File: config.mk
export PLATFORM = sky130hd
export DESIGN_NAME = ctx_tlb
export DESIGN_NICKNAME = d
export VERILOG_FILES = /design/src/rtl/tlb_pkg.sv /design/src/rtl/tlb_perm.sv /design/src/rtl/tlb_victim.sv /design/src/rtl/tlb_entry_array.sv /design/src/rtl/ctx_tlb.sv
export SDC_FILE = /design/constraint.sdc
export NUM_CORES = 2
export LEC_CHECK = 0
export ABC_AREA = 0
export CAP_MARGIN = 30
export CORE_ASPECT_RATIO = 0.5
export CORE_MARGIN = 1
export CORE_UTILIZATION = 45
export DETAILED_ROUTE_END_ITERATION = 16
export PLACE_DENSITY = 0.73
export SKIP_CTS_REPAIR_TIMING = 1
export SLEW_MARGIN = 20
export SYNTH_ARGS = -nofsm -noshare
export SYNTH_HDL_FRONTEND = slang
export SYNTH_HIERARCHICAL = 1
export SYNTH_SLANG_ARGS = --single-unit
File: constraint.sdc
create_clock -name clk -period 8.6 [get_ports clk]
set_input_delay 2.58 -clock clk [delete_from_list [all_inputs] [get_ports clk]]
set_output_delay 2.58 -clock clk [all_outputs]
set_load 0.02 [all_outputs]
File: src/rtl/tlb_pkg.sv
package tlb_pkg;
  typedef enum logic [1:0] {
    ACC_READ  = 2'd0,
    ACC_WRITE = 2'd1,
    ACC_EXEC  = 2'd2,
    ACC_BAD   = 2'd3
  } acc_t;

  localparam int PERM_W  = 4;
  localparam int PRM_RD  = 0;
  localparam int PRM_WR  = 1;
  localparam int PRM_EX  = 2;
  localparam int PRM_SUP = 3;
endpackage

File: src/rtl/tlb_perm.sv
module tlb_perm
  import tlb_pkg::*;
(
  input  acc_t              acc,
  input  logic              super_mode,
  input  logic [PERM_W-1:0] perm,
  output logic              viol
);
  logic granted;

  always_comb begin
    unique case (acc)
      ACC_READ:  granted = perm[PRM_RD];
      ACC_WRITE: granted = perm[PRM_WR];
      ACC_EXEC:  granted = perm[PRM_EX];
      default:   granted = 1'b0;
    endcase
    viol = !granted || (perm[PRM_SUP] && !super_mode);
  end
endmodule

File: src/rtl/tlb_victim.sv
module tlb_victim #(
  parameter int ENTRIES = 32,
  localparam int IDX_W  = (ENTRIES > 1) ? $clog2(ENTRIES) : 1
) (
  input  logic               clk,
  input  logic               rst,
  input  logic               fill_req,
  input  logic [ENTRIES-1:0] valid_vec,
  input  logic [ENTRIES-1:0] fill_hit_vec,
  output logic [IDX_W-1:0]   wr_idx
);
  localparam logic [IDX_W-1:0] LAST = IDX_W'(ENTRIES - 1);

  logic [IDX_W-1:0] ptr;
  logic [IDX_W-1:0] hit_idx;
  logic [IDX_W-1:0] free_idx;
  logic             any_hit;
  logic             any_free;
  logic             evict;

  always_comb begin
    hit_idx  = '0;
    free_idx = '0;
    for (int i = ENTRIES - 1; i >= 0; i--) begin
      if (fill_hit_vec[i]) hit_idx = IDX_W'(i);
      if (!valid_vec[i])   free_idx = IDX_W'(i);
    end
    any_hit  = |fill_hit_vec;
    any_free = !(&valid_vec);
    evict    = !any_hit && !any_free;
    if (any_hit)       wr_idx = hit_idx;
    else if (any_free) wr_idx = free_idx;
    else               wr_idx = ptr;
  end

  always_ff @(posedge clk) begin
    if (rst) begin
      ptr <= '0;
    end else if (fill_req && evict) begin
      ptr <= (ptr == LAST) ? '0 : ptr + 1'b1;
    end
  end

  AST_FREE_SLOT: assert property (@(posedge clk) disable iff (rst)
    (fill_req && !any_hit && any_free) |-> !valid_vec[wr_idx]);

  AST_PTR_HOLD: assert property (@(posedge clk) disable iff (rst)
    !fill_req |=> $stable(ptr));
endmodule

File: src/rtl/tlb_entry_array.sv
module tlb_entry_array
  import tlb_pkg::*;
#(
  parameter int ENTRIES = 32,
  parameter int VPN_W   = 20,
  parameter int CTX_W   = 8,
  parameter int PPN_W   = 19,
  parameter int SPC_W   = 3,
  localparam int IDX_W  = (ENTRIES > 1) ? $clog2(ENTRIES) : 1
) (
  input  logic               clk,
  input  logic               rst,
  input  logic [VPN_W-1:0]   lk_vpn,
  input  logic [CTX_W-1:0]   lk_ctx,
  input  logic               wr_en,
  input  logic [IDX_W-1:0]   wr_idx,
  input  logic [VPN_W-1:0]   wr_vpn,
  input  logic [CTX_W-1:0]   wr_ctx,
  input  logic [PPN_W-1:0]   wr_ppn,
  input  logic [SPC_W-1:0]   wr_space,
  input  logic [PERM_W-1:0]  wr_perm,
  input  logic               flush_all,
  input  logic               flush_ctx_en,
  input  logic [CTX_W-1:0]   flush_ctx,
  output logic [ENTRIES-1:0] valid_vec,
  output logic [ENTRIES-1:0] fill_hit_vec,
  output logic               hit_any,
  output logic [PPN_W-1:0]   hit_ppn,
  output logic [SPC_W-1:0]   hit_space,
  output logic [PERM_W-1:0]  hit_perm
);
  logic [VPN_W-1:0]  e_vpn   [ENTRIES];
  logic [CTX_W-1:0]  e_ctx   [ENTRIES];
  logic [PPN_W-1:0]  e_ppn   [ENTRIES];
  logic [SPC_W-1:0]  e_space [ENTRIES];
  logic [PERM_W-1:0] e_perm  [ENTRIES];
  logic [ENTRIES-1:0] hit_vec;
  logic [IDX_W-1:0]   sel;

  for (genvar g = 0; g < ENTRIES; g++) begin : g_cmp
    assign hit_vec[g]      = valid_vec[g] && (e_vpn[g] == lk_vpn) && (e_ctx[g] == lk_ctx);
    assign fill_hit_vec[g] = valid_vec[g] && (e_vpn[g] == wr_vpn) && (e_ctx[g] == wr_ctx);
  end

  always_ff @(posedge clk) begin
    if (rst) begin
      valid_vec <= '0;
    end else begin
      for (int i = 0; i < ENTRIES; i++) begin
        if (flush_all || (flush_ctx_en && e_ctx[i] == flush_ctx))
          valid_vec[i] <= 1'b0;
        else if (wr_en && wr_idx == IDX_W'(i))
          valid_vec[i] <= 1'b1;
      end
    end
  end

  always_ff @(posedge clk) begin
    for (int i = 0; i < ENTRIES; i++) begin
      if (wr_en && wr_idx == IDX_W'(i)) begin
        e_vpn[i]   <= wr_vpn;
        e_ctx[i]   <= wr_ctx;
        e_ppn[i]   <= wr_ppn;
        e_space[i] <= wr_space;
        e_perm[i]  <= wr_perm;
      end
    end
  end

  always_comb begin
    sel = '0;
    for (int i = ENTRIES - 1; i >= 0; i--) begin
      if (hit_vec[i]) sel = IDX_W'(i);
    end
    hit_any   = |hit_vec;
    hit_ppn   = e_ppn[sel];
    hit_space = e_space[sel];
    hit_perm  = e_perm[sel];
  end

  AST_MATCH_ONEHOT: assert property (@(posedge clk) disable iff (rst)
    $onehot0(hit_vec));

  AST_FILL_ONEHOT: assert property (@(posedge clk) disable iff (rst)
    $onehot0(fill_hit_vec));

  AST_FLUSH_ALL: assert property (@(posedge clk) disable iff (rst)
    flush_all |=> (valid_vec == '0));

  AST_WRITE_SETS: assert property (@(posedge clk) disable iff (rst)
    wr_en |=> valid_vec[$past(wr_idx)]);
endmodule

File: src/rtl/ctx_tlb.sv
module ctx_tlb
  import tlb_pkg::*;
#(
  parameter int ENTRIES = 32,
  parameter int VA_W    = 32,
  parameter int PA_W    = 31,
  parameter int PG_W    = 12,
  parameter int CTX_W   = 8,
  parameter int SPC_W   = 3,
  localparam int VPN_W  = VA_W - PG_W,
  localparam int PPN_W  = PA_W - PG_W,
  localparam int IDX_W  = (ENTRIES > 1) ? $clog2(ENTRIES) : 1
) (
  input  logic              clk,
  input  logic              rst,
  input  logic              lk_valid,
  input  logic [VA_W-1:0]   lk_vaddr,
  input  logic [CTX_W-1:0]  lk_ctx,
  input  logic [1:0]        lk_acc,
  input  logic              lk_super,
  input  logic              fl_valid,
  input  logic [VPN_W-1:0]  fl_vpn,
  input  logic [CTX_W-1:0]  fl_ctx,
  input  logic [PPN_W-1:0]  fl_ppn,
  input  logic [SPC_W-1:0]  fl_space,
  input  logic [PERM_W-1:0] fl_perm,
  input  logic              fsh_all,
  input  logic              fsh_ctx_en,
  input  logic [CTX_W-1:0]  fsh_ctx,
  output logic              lk_done,
  output logic              lk_hit,
  output logic              lk_fault,
  output logic              pa_valid,
  output logic [PA_W-1:0]   pa,
  output logic [SPC_W-1:0]  pa_space
);
  logic               fill_req;
  logic [IDX_W-1:0]   wr_idx;
  logic [ENTRIES-1:0] valid_vec;
  logic [ENTRIES-1:0] fill_hit_vec;
  logic               hit_any;
  logic [PPN_W-1:0]   hit_ppn;
  logic [SPC_W-1:0]   hit_space;
  logic [PERM_W-1:0]  hit_perm;
  logic               viol;
  logic               good;

  assign fill_req = fl_valid && !fsh_all && !fsh_ctx_en;

  tlb_entry_array #(
    .ENTRIES(ENTRIES), .VPN_W(VPN_W), .CTX_W(CTX_W), .PPN_W(PPN_W), .SPC_W(SPC_W)
  ) u_array (
    .clk(clk), .rst(rst),
    .lk_vpn(lk_vaddr[VA_W-1:PG_W]), .lk_ctx(lk_ctx),
    .wr_en(fill_req), .wr_idx(wr_idx),
    .wr_vpn(fl_vpn), .wr_ctx(fl_ctx), .wr_ppn(fl_ppn),
    .wr_space(fl_space), .wr_perm(fl_perm),
    .flush_all(fsh_all), .flush_ctx_en(fsh_ctx_en), .flush_ctx(fsh_ctx),
    .valid_vec(valid_vec), .fill_hit_vec(fill_hit_vec),
    .hit_any(hit_any), .hit_ppn(hit_ppn), .hit_space(hit_space), .hit_perm(hit_perm)
  );

  tlb_victim #(.ENTRIES(ENTRIES)) u_victim (
    .clk(clk), .rst(rst), .fill_req(fill_req),
    .valid_vec(valid_vec), .fill_hit_vec(fill_hit_vec), .wr_idx(wr_idx)
  );

  tlb_perm u_perm (
    .acc(acc_t'(lk_acc)), .super_mode(lk_super), .perm(hit_perm), .viol(viol)
  );

  assign good = lk_valid && hit_any && !viol;

  always_ff @(posedge clk) begin
    if (rst) begin
      lk_done  <= 1'b0;
      lk_hit   <= 1'b0;
      lk_fault <= 1'b0;
      pa_valid <= 1'b0;
      pa       <= '0;
      pa_space <= '0;
    end else begin
      lk_done  <= lk_valid;
      lk_hit   <= lk_valid && hit_any;
      lk_fault <= lk_valid && hit_any && viol;
      pa_valid <= good;
      pa       <= good ? {hit_ppn, lk_vaddr[PG_W-1:0]} : '0;
      pa_space <= good ? hit_space : '0;
    end
  end

  AST_FAULT_NO_PA: assert property (@(posedge clk) disable iff (rst)
    lk_fault |-> (lk_hit && !pa_valid));

  AST_DONE_NEXT: assert property (@(posedge clk) disable iff (rst)
    lk_valid |=> lk_done);

  AST_IDLE_QUIET: assert property (@(posedge clk) disable iff (rst)
    !lk_valid |=> (!lk_done && !lk_hit && !pa_valid));

  AST_PA_OFFSET: assert property (@(posedge clk) disable iff (rst)
    pa_valid |-> (pa[PG_W-1:0] == $past(lk_vaddr[PG_W-1:0])));
endmodule

==> impl_metrics.toml <==
[outcome]
status = "completed"

[global_routing]
grt_max_degree = 61
grt_pass1_vias = 60900
grt_pass1_wl_um = 461000
grt_use_total_pct = 31.9
globalRoute.totalOverflow = 0
grt_antenna_before_repair = 9

[synthesis]
yosysTopAreaCellShare_pct = 57.5
avgSynthCellArea_um2 = 13.1
synthCells = 6863
synthFlopType = "edfxtp_1"
syn-cell-area_mm2 = 0.0902
yosys.cell_types.count = 88
synth_edf_count = 1728
yosysWarnings = 6
synth_seq_cells = 1803
async_reset_ff_share_pct = 0
synth_top_area_cell = "edfxtp_1"
syn-num-nets = 6976
synth-seq-area-share_pct = 59.2
synthTopCellsByArea = "edfxtp_1 (58%), xnor2_1 (10%), xor2_1 (9.3%)"

[power]
p_leak_nw = 33.0
p_per_area_mw_per_mm2 = 183
vdd.ir_drop.worst_mv = 0.140

[flow_run]
drv_cap = 0

[timing]
finClkSkew_ns = 0.0734
setup_viol = 0
max_freq_ghz = 0.132
worstMarginPinSlew_ns = 1.09
period_minus_slack_ns = 7.60
fin_hold_ws_ns = 0.538
period_share_pct = 88.3
slew-limit-headroom_pct = 26.9
hold_viol_final = 0
rsz0062_at_grt = "no"
setup_tns_ns = 0
drv_slew = 0

[setup_path]
worst_path_most_repeated_cell = "buf_4"
crit_chain = "buf_4 -> buf_4 -> xor2_1 -> nor4_1 -> nand4_1 -> and4_1 -> a2111oi_4 -> o41a_4 -> or2_4 -> buf_4 -> nand2_1 -> nand2_1 -> o22a_1 -> nand3_1 -> a31oi_1 -> inv_1 -> o21ai_1 -> and4bb_4 -> and2_1"
critPathArrivalTime_ns = 8.33
cp_slowest_cell = "nand4_1"
r2r-end = "pa[27]"
crit_fanout = 37
crit_type = "in -> reg"
cpPeakStageDelay_ns = 0.52
rrSetupSlack_ns = 2.80
crit_required_ns = 9.34
cp-start-kind = "input port"
reg2reg_depth = 18
endpoint_kind = "register"
r2r-start = "u_array/e_ctx[1][120]"

[worst_hold_path]
holdCritStartpoint = "u_victim/ptr[0]"
hold_path_depth = 2
hold_path_end = "u_victim/ptr[0]"
min_path_type = "reg -> reg"

[cts]
cts-root-buf = "clkbuf_16"
numCtsBuffers = 174
clkTransAtPathRegs_ns = 0.07
insertion_delay_ns = 0.85
cts_tree = "done"
h-tree-depth = 4
clock-sinks = 1803
clockBufferDepth = 4

[route]
num_vias = 63400
viasPerCell = 6.37
routedWlPerCell_um = 33.2
wl_um = 330000
drc_errors = 0
drtPass1Iterations = 8
drtIter0Drc = 9834
antenna_left = 0

[floorplan]
io_pins = 149
die_w_um = 635
die-area_mm2 = 0.202
coreArea_mm2 = 0.198
die_h_um = 319
num_rows = 115
initial_core_util_pct = 45.6

[finish]
fill_cells = 16300
areaGrowthSynthToFinish_pct = 14.4
drive_gt1_share_pct = 11.8
final_common_cell = "edfxtp_1"
mostFrequentLayoutCells = "edfxtp_1 (1728), xnor2_1 (1066), xor2_1 (956)"
design_area_mm2 = 0.103
nets = 7300

[place]
port_buffers = 148
placed_cell_area_mm2 = 0.0976
routabilityCongestion = 1.03
dp_hpwl_um = 219000
logic make-up (layout without fill, tap and decap cells):
group           Yosys count  after routing  share of synthesized area [%]
flops                  1803           1803                           59.2
compound gates          427            427                           3.42
other cells               0              5                              0
buf+inv                 454            906                           2.69
simple gates           1909           1909                           11.9
mux                     241            241                           3.03
xor+xnor               2027           2027                           19.7
fa+ha+maj                 2              2                         0.0277
layout make-up:
cell class                      instances  area, µm²  share of cell area [%]
Multi-Input combinational cell       4606      34800                    33.7
Timing Repair Buffer                  561       6040                    5.86
Tap cell                             2632       3290                    3.19
Inverter                               41        154                   0.149
Sequential cell                      1803      53400                    51.7
Antenna cell                            5       12.5                  0.0121
Clock buffer                          224       4710                    4.56
Clock inverter                         80        813                   0.788
metrics by stage:
stage	power (mW)	setup slack, ns	instances	utilization [%]
after floorplan	10.5	0.0559	6863	-
after global placement	11.2	0.368	9628	49.3
after detailed placement	11.2	0.342	9638	49.3
after CTS	18.8	1.19	9942	52.1
after global routing	19.2	0.734	9947	52.2
final	18.8	1.00	9952	52.2
per-layer routing:
layer  GRT usage (%)  routed length, µm
met3            7.13              41600
met4            15.3              19000
met1            43.8             127000
met2            47.9             142000
met5               0                 39
synthesized netlist by cell type, types with 79 or more instances:
library cell  instances
and3_1               82
xnor2_1            1066
nand2_1             375
nor2_1               79
nor4_1              454
nor3_1               85
xor2_1              956
nand3_1             148
a31oi_1              90
buf_2               117
edfxtp_1           1728
clkbuf_1            103
buf_1                99
mux2i_1             215
nand4_1             438
worst max-delay path by stage:
| stage | startpoint | to | slack [ns] | depth (start not counted) |
|---|---|---|---|---|
| 6_report | lk_ctx[2] | pa[27] | 1.00 | 19 |
| 4_1_cts | lk_vaddr[12] | pa[3] | 1.19 | 20 |
| 5_1_grt | lk_vaddr[22] | pa[22] | 0.73 | 19 |
| 3_3_place_gp | lk_vaddr[13] | pa[19] | 0.37 | 22 |
| 3_5_place_dp | lk_vaddr[12] | pa[3] | 0.34 | 20 |
| 2_1_floorplan | fl_ctx[3] | u_array/valid_vec[28] | 0.06 | 16 |
state kept, by name, summed over array words and instances, names as in the netlist:
| name | cells |
|---|---|
| lk_done | 1 |
| lk_fault | 1 |
| lk_hit | 1 |
| pa | 31 |
| pa_space | 3 |
| pa_valid | 1 |
| u_array/e_ctx | 256 |
| u_array/e_perm | 128 |
| u_array/e_ppn | 608 |
| u_array/e_space | 96 |
| u_array/e_vpn | 640 |
| u_array/valid_vec | 32 |
| u_victim/ptr | 5 |
power breakdown:
part           internal [mW]  leakage [nW]  switching [mW]
Clock                   4.36          2.70            3.40
Combinational          0.454          14.2            1.01
Sequential              9.61          16.1         0.00553
worst max-delay path: cells and delay by family:
kind | cells | cell delay [ns]
compound gates | 5 | 1.51
buf+inv | 4 | 1.31
xor+xnor | 1 | 0.11
simple gates | 9 | 2.70
(Power assumes the default switching activity.)
